<file path="src/rtl/wdt_pkg.sv">
package wdt_pkg;

  localparam int ADDR_W = 2;

  typedef enum logic [ADDR_W-1:0] {
    REG_SEL    = 2'd0,
    REG_UNLOCK = 2'd1,
    REG_SERVE  = 2'd2,
    REG_SPARE  = 2'd3
  } wdt_reg_e;

  localparam int NUM_SRC = 2;
  localparam int SRC_A   = 1;
  localparam int SRC_B   = 0;

endpackage

</file>
<file path="src/rtl/wdt_prescaler.sv">
module wdt_prescaler #(
  parameter int PRE_W = 4
) (
  input  logic clk,
  input  logic rst,
  input  logic tick_i,
  input  logic run_i,
  output logic pulse_o
);

  localparam logic [PRE_W-1:0] PRE_MAX = {PRE_W{1'b1}};

  logic [PRE_W-1:0] phase_q;
  logic             adv;

  assign adv     = tick_i & run_i;
  assign pulse_o = adv & (phase_q == PRE_MAX);

  always_ff @(posedge clk) begin
    if (rst) begin
      phase_q <= '0;
    end else if (adv) begin
      phase_q <= phase_q + 1'b1;
    end
  end

endmodule

</file>
<file path="src/rtl/wdt_regs.sv">
module wdt_regs
  import wdt_pkg::*;
(
  input  logic              clk,
  input  logic              rst,
  input  logic              wr_i,
  input  logic [ADDR_W-1:0] addr_i,
  input  logic              wdata_i,
  output logic              sel_o,
  output logic              wen_o,
  output logic              serve_o
);

  logic sel_q;
  logic wen_q;
  logic hit_sel;
  logic hit_unlock;

  assign hit_sel    = wr_i & (addr_i == REG_SEL);
  assign hit_unlock = wr_i & (addr_i == REG_UNLOCK) & wdata_i;
  assign serve_o    = wr_i & (addr_i == REG_SERVE) & wdata_i;

  always_ff @(posedge clk) begin
    if (rst) begin
      sel_q <= 1'b1;
      wen_q <= 1'b0;
    end else begin
      if (hit_sel && wen_q) begin
        sel_q <= wdata_i;
        wen_q <= 1'b0;
      end else if (hit_unlock) begin
        wen_q <= 1'b1;
      end
    end
  end

  assign sel_o = sel_q;
  assign wen_o = wen_q;

endmodule

</file>
<file path="src/rtl/wdt_counter.sv">
module wdt_counter #(
  parameter int CNT_W = 12
) (
  input  logic             clk,
  input  logic             rst,
  input  logic             step_i,
  input  logic             serve_i,
  input  logic             halt_i,
  output logic [CNT_W-1:0] count_o,
  output logic             nmi_o,
  output logic             halt_rel_o
);

  localparam logic [CNT_W-1:0] CNT_MAX = {CNT_W{1'b1}};

  logic [CNT_W-1:0] cnt_q;
  logic             nmi_q;
  logic             rel_q;
  logic             wrap;

  assign wrap = step_i & ~serve_i & (cnt_q == CNT_MAX);

  always_ff @(posedge clk) begin
    if (rst) begin
      cnt_q <= '0;
      nmi_q <= 1'b0;
      rel_q <= 1'b0;
    end else begin
      nmi_q <= wrap;
      rel_q <= wrap & halt_i;
      if (serve_i) begin
        cnt_q <= '0;
      end else if (step_i) begin
        cnt_q <= cnt_q + 1'b1;
      end
    end
  end

  assign count_o    = cnt_q;
  assign nmi_o      = nmi_q;
  assign halt_rel_o = rel_q;

endmodule

</file>
<file path="src/rtl/nmi_watchdog.sv">
module nmi_watchdog
  import wdt_pkg::*;
#(
  parameter int CNT_W = 12,
  parameter int PRE_W = 4
) (
  input  logic             clk,
  input  logic             rst,
  input  logic             tick_a_i,
  input  logic             tick_b_i,
  input  logic             sleep_i,
  input  logic             halt_i,
  input  logic             wr_i,
  input  logic [1:0]       addr_i,
  input  logic             wdata_i,
  output logic             sel_o,
  output logic             wen_o,
  output logic [CNT_W-1:0] count_o,
  output logic             nmi_o,
  output logic             halt_rel_o
);

  logic [NUM_SRC-1:0] src_tick;
  logic [NUM_SRC-1:0] src_pulse;
  logic               serve;
  logic               step;
  logic               run;

  assign src_tick[SRC_A] = tick_a_i;
  assign src_tick[SRC_B] = tick_b_i;
  assign run             = ~sleep_i;

  genvar g;
  generate
    for (g = 0; g < NUM_SRC; g++) begin : g_pre
      wdt_prescaler #(.PRE_W(PRE_W)) u_pre (
        .clk     (clk),
        .rst     (rst),
        .tick_i  (src_tick[g]),
        .run_i   (run),
        .pulse_o (src_pulse[g])
      );
    end
  endgenerate

  wdt_regs u_regs (
    .clk     (clk),
    .rst     (rst),
    .wr_i    (wr_i),
    .addr_i  (addr_i),
    .wdata_i (wdata_i),
    .sel_o   (sel_o),
    .wen_o   (wen_o),
    .serve_o (serve)
  );

  assign step = sel_o ? src_pulse[SRC_A] : src_pulse[SRC_B];

  wdt_counter #(.CNT_W(CNT_W)) u_cnt (
    .clk        (clk),
    .rst        (rst),
    .step_i     (step),
    .serve_i    (serve),
    .halt_i     (halt_i),
    .count_o    (count_o),
    .nmi_o      (nmi_o),
    .halt_rel_o (halt_rel_o)
  );

endmodule

</file>
<file path="config.mk">
export PLATFORM = sky130hd
export DESIGN_NAME = nmi_watchdog
export DESIGN_NICKNAME = d
export VERILOG_FILES = /design/src/rtl/wdt_pkg.sv /design/src/rtl/wdt_prescaler.sv /design/src/rtl/wdt_regs.sv /design/src/rtl/wdt_counter.sv /design/src/rtl/nmi_watchdog.sv
export SDC_FILE = /design/constraint.sdc
export NUM_CORES = 1
export LEC_CHECK = 0
export BUFFER_PORTS_ARGS = -buffer_cell sky130_fd_sc_hd__buf_2
export CORE_MARGIN = 8
export CORE_UTILIZATION = 40
export DETAILED_ROUTE_END_ITERATION = 8
export PLACE_DENSITY_LB_ADDON = 0.12
export REMOVE_ABC_BUFFERS = 1
export SETUP_SLACK_MARGIN = 0.2
export SYNTH_ARGS = -nofsm -noshare
export SYNTH_HDL_FRONTEND = slang
export SYNTH_HIERARCHICAL = 1
export SYNTH_SLANG_ARGS = --single-unit
</file>
<file path="constraint.sdc">
create_clock -name clk -period 2.4 [get_ports clk]
set_clock_uncertainty 0.15 [all_clocks]
set_input_delay 0.36 -clock clk [delete_from_list [all_inputs] [get_ports clk]]
set_output_delay 0.36 -clock clk [all_outputs]
set_load 0.02 [all_outputs]
</file>
* After elaboration in Yosys (flattened, before gate mapping)
Index checks and enable logic that the tools add are counted.
** Operators by class
- Bitwise logic cells :: 14
- Eq/ne operators :: 5
- Reductions and logical operators :: 4
- Muxes and demuxes :: 1
- Add/sub/neg operators :: 3
** Operator list (number)
- adder 12 x 1 -> 12 bit (second input constant) :: 1
- bitwise AND 1 bit :: 12
- equality test 12 bit (second input constant) :: 1
- adder 4 x 1 -> 4 bit (second input constant) :: 2
- equality test 4 bit (second input constant) :: 2
- OR reduction 2 bit :: 2
- equality test 2 x 1 -> 1 bit (second input constant) :: 1
- equality test 2 bit (second input constant) :: 1
- logical NOT 2 bit :: 1
- inverter 1 bit :: 2
- logical AND 1 bit :: 1
- 2-to-1 mux 1 bit :: 1
** Word-level totals
- Output and inout bits :: 16
- Bits in registers :: 24
- Bits of input ports :: 10

* Logic depth before layout (Yosys ltp)
- Depth in word-level cells :: 7
- Gate-level depth with buffers :: 8
- Gate-level depth less buffers :: 7

* Cells and area by module
Netlist, hierarchy kept.
** By module, submodules not included
- wdt_counter :: sequential area each 280.3 um2, instances 1, area an instance 630.6 um2, cells each 70
- wdt_prescaler :: sequential area each 80.1 um2, instances 2, area an instance 188.9 um2, cells each 20
- wdt_regs :: sequential area each 40.0 um2, instances 1, area an instance 107.6 um2, cells each 11
- nmi_watchdog :: sequential area each 0.0 um2, instances 1, area an instance 18.8 um2, cells each 2

* Least setup slack after synthesis
No wires, ideal clock.
- Path kind :: input port to flip-flop
- Start :: in sleep_i
- End :: reg u_cnt.cnt_q[8], in the netlist u_cnt/count_o[8]
- Path buffers :: 1
- Data arrival time :: 1.832 ns
- Stages on the path :: 8
- Path slack :: 0.348 ns
- Path through :: inv_1 -> and3_1 -> and3_2 -> mux2_4 -> buf_4 -> nand3_1 -> or4_1 -> a21oi_1
** Between the ends
- Word-level cells in the longest chain between the ends :: 4
- Elaborated cells between the ends (all ways) :: 6
** Ends and longest elaborated chain
- start, declared :: RTL line nmi_watchdog.sv:11 : input logic sleep_i,
- inverter 1 bit :: RTL line nmi_watchdog.sv:31 : assign run = ~sleep_i;
- bitwise AND 1 bit :: RTL line wdt_prescaler.sv:16 : assign adv = tick_i & run_i;
- bitwise AND 1 bit :: RTL line wdt_prescaler.sv:17 : assign pulse_o = adv & (phase_q == PRE_MAX);
- via src_pulse[0] :: RTL line nmi_watchdog.sv:24 : logic [NUM_SRC-1:0] src_pulse;
- 2-to-1 mux 1 bit :: RTL line nmi_watchdog.sv:57 : assign step = sel_o ? src_pulse[SRC_A] : src_pulse[SRC_B];
- via step :: RTL line nmi_watchdog.sv:26 : logic step;
- end signal, assigned :: RTL line wdt_counter.sv:34 : cnt_q <= cnt_q + 1'b1;
- end, declared :: RTL line wdt_counter.sv:16 : logic [CNT_W-1:0] cnt_q;
The timed path passes the listed nets, and every way through them passes these cells.
A chain may end at the register's enable or synchronous reset.

* Worst setup path after layout
- Start :: reg g_pre[1].u_pre.phase_q[0]
- End :: reg u_cnt.cnt_q[9], in the netlist u_cnt/count_o[9]
** Between the ends
- Word-level cells in the longest chain between the ends :: 3
** Ends and longest elaborated chain
- start, declared :: RTL line wdt_prescaler.sv:13 : logic [PRE_W-1:0] phase_q;
- start signal, assigned :: RTL line wdt_prescaler.sv:23 : phase_q <= phase_q + 1'b1;
- equality test 4 bit :: RTL line wdt_prescaler.sv:17
- bitwise AND 1 bit :: RTL line wdt_prescaler.sv:17
- via src_pulse[1] :: RTL line nmi_watchdog.sv:24
- 2-to-1 mux 1 bit :: RTL line nmi_watchdog.sv:57
- via step :: RTL line nmi_watchdog.sv:26
The timed path passes the listed nets, and every way through them passes these cells.

==> metrics.md <==
| Metric | Value |
|---|---|
| CP Max Fanout | `8` |
| Std-Cell Rows | `19` |
| Initial Util | `0.415` |
| RSZ-0062 raised after global routing | `false` |
| CTS Buf Count | `3` |
| FFs w/ async S/R, synth | `0` |
| CTS tree | `done` |
| Post-CTS Hold Buffers | `0` |
| Routed Antenna Nets | `0` |
| Fin. Hold Viols | `0` |
| Synth Cell Area | `0.00113 mm^2` |
| Layout area overhead | `18.1%` |
| Initial antenna violation count | `0` |
| CP arrival | `2.04 ns` |
| Pwr/cell area | `554 mW/mm^2` |
| Max-Cap Viols | `0` |
| CTS HTree Levels | `1` |
| Setup bufs post-CTS | `0` |
| N_diodes | `0` |
| Seq cells post-synth | `24` |
| Area of the core | `0.00273 mm^2` |
| Port buffer count | `25` |
| Worst-Margin Slew | `0.278 ns` |
| Pins Over Slew Limit | `0` |
| Number of synthesized flops with an enable pin | `0` |
| Startpoint Class | `flop` |
| Crit-path cells | `ha_1 -> and3_2 -> mux2_4 -> nand4_2 -> or4_1 -> a21oi_1` |
| Clock-pin slew on the worst setup and hold paths | `0.14 ns` |
| Sequential element share of the synthesized area | `0.423` |
| Primary FF master, synth | `dfxtp_1` |
| Chip Width | `69.3 um` |
| Tcrit/Tclk final | `0.801` |
| Remaining global-route overflow | `0` |
| Status | `finished, final reports clean` |
| Number of global-route vias before repair | `880` |
| Gpl congestion | `0.771` |
| Leakage | `0.594 nW` |
| Largest net degree at the start of global routing | `18` |
| Distinct cells, synth | `34` |
| DR pass1 iterations | `4` |
| Synth warn | `6` |
| Min cycle time layout | `1.92 ns` |
| Clk buf depth | `2` |
| Worst Hold Class | `in -> reg` |
| Overall Global Routing Usage | `0.0927` |
| Pre-CTS setup slack | `0.195 ns` |
| Syn Inst Count | `123` |
| TNS Setup | `0 ns` |
| Share of cells above drive strength 1 | `0.293` |
| CP endpoint kind | `flop` |
| Via count | `936` |
| Die area | `0.00480 mm^2` |
| Fillcell total | `260` |
| Slew HR | `0.815` |
| Final setup viols | `0` |
| First-pass GRT wire length | `3.86 mm` |
| CP peak stage delay | `0.49 ns` |
| Vias per inst | `5.17` |
| Sink Count | `24` |
| Avg WL per Cell | `12.3 um` |
| Max Freq | `0.520 GHz` |
| Final worst setup slack | `0.478 ns` |
| Largest delay share family, worst path | `simple AND/OR/NAND/NOR gates` |
| Clock root buffer | `clkbuf_4` |
| Avg Cell Area, Syn | `9.23 um^2` |
| Critical path buffer and inverter count | `0` |
| # DRC | `0` |
| Initial DRC Count | `73` |
| Resized cells post-CTS | `0` |
| VDD IR max | `0.000443 V` |
| Tot Pwr | `0.743 mW` |
| Clk Latency, worst-skew pair | `0.32 ns` |
| Nets@finish | `164` |
| Required @ worst endpoint | `2.52 ns` |
| Routed WL | `2.23 mm` |
| Worst R2R Setup Slack | `0.48 ns` |
| WS Path Type | `reg -> reg` |
| HPWL after detailed placement | `1.67 mm` |
| Slowest cell on crit path | `or4_1` |
| Die span in y | `69.3 um` |
| I/O Pins | `26` |
worst reg2reg max path, stage by stage (launching register included):
cell	delay [ns]
dfxtp_1	0.41
ha_1	0.18
and3_2	0.17
mux2_4	0.19
nand4_2	0.14
or4_1	0.50
a21oi_1	0.14
worst paths after layout:
path                                                 from          endpoint  cells past startpoint
worst max-delay path            g_pre[1].u_pre/phase_q[0]  u_cnt/count_o[9]                      6
worst min-delay path                               halt_i  u_cnt/halt_rel_o                      3
worst max register to register  g_pre[1].u_pre/phase_q[0]  u_cnt/count_o[9]                      6
worst min register to register               u_regs/wen_o      u_regs/wen_o                      2
cells in the final DEF, fill, tap and decap left out, types with 4 or more instances in the layout:
cell type / count
buf_2: 25
xor2_1: 6
a21oi_1: 7
nand2_1: 11
nor2_1: 14
mux2i_1: 4
nand3_1: 8
dfxtp_1: 24
inv_1: 4
per-layer routing:
layer  vias up  track usage  share of wire
met4         0       0.0228         0.0072
li1        497            -              -
met3         2       0.0472          0.056
met2        16        0.152           0.48
met5         -            0              0
met1       421        0.104           0.45
kinds of logic (layout without fill, tap and decap cells):
group                      after synthesis  count (layout)  synth area share
xor gates and xnor gates                 8               8            0.0617
adders and majority gates                3               3            0.0331
DFF                                     24              24             0.423
AOI/OAI and AO/OA                       13              13            0.0662
muxes                                    7               7            0.0750
buffers and inverters                    6              33            0.0231
and+or+nand+nor                         62              62             0.318
registers in the layout, indices dropped and copies added, names as in the netlist:
signal / cells
u_cnt/count_o: 12
g_pre.u_pre/phase_q: 8
u_cnt/halt_rel_o: 1
u_cnt/nmi_o: 1
u_regs/sel_o: 1
u_regs/wen_o: 1
final cells by class:
type,count,area [um^2],area share
Multi-Input combinational cell,93,628,0.469
Sequential cell,24,480,0.359
Timing Repair Buffer,25,125,0.0934
Tap cell,31,38.8,0.0289
Clock inverter,1,30.0,0.0224
Clock buffer,3,22.5,0.0168
Inverter,4,15.0,0.0112
where the power goes:
group / internal [mW] / switching, mW
logic: 0.0161 / 0.0220
registers: 0.404 / 0.00517
clock network: 0.169 / 0.127
total: 0.589 / 0.154
through the flow:
stage	area (um^2)	utilization	hold WS [ns]	std cells
final	1340	0.490	0.0854	181
after detailed placement	1290	0.471	0.319	177
after floorplan	1120	-	0.279	121
after CTS	1340	0.490	0.0660	181
after global routing	1340	0.490	0.0694	181
after global placement	1290	0.471	0.308	177
synth_stat cells, types with 4 or more instances:
master	number	area [um^2]
dfxtp_1	24	480
nor2_1	14	52.6
nand2_1	11	41.3
nand3_1	8	40.0
a21oi_1	7	35.0
xor2_1	6	52.6
inv_1	4	15.0
mux2i_1	4	40.0
(Power assumes the default switching activity.)
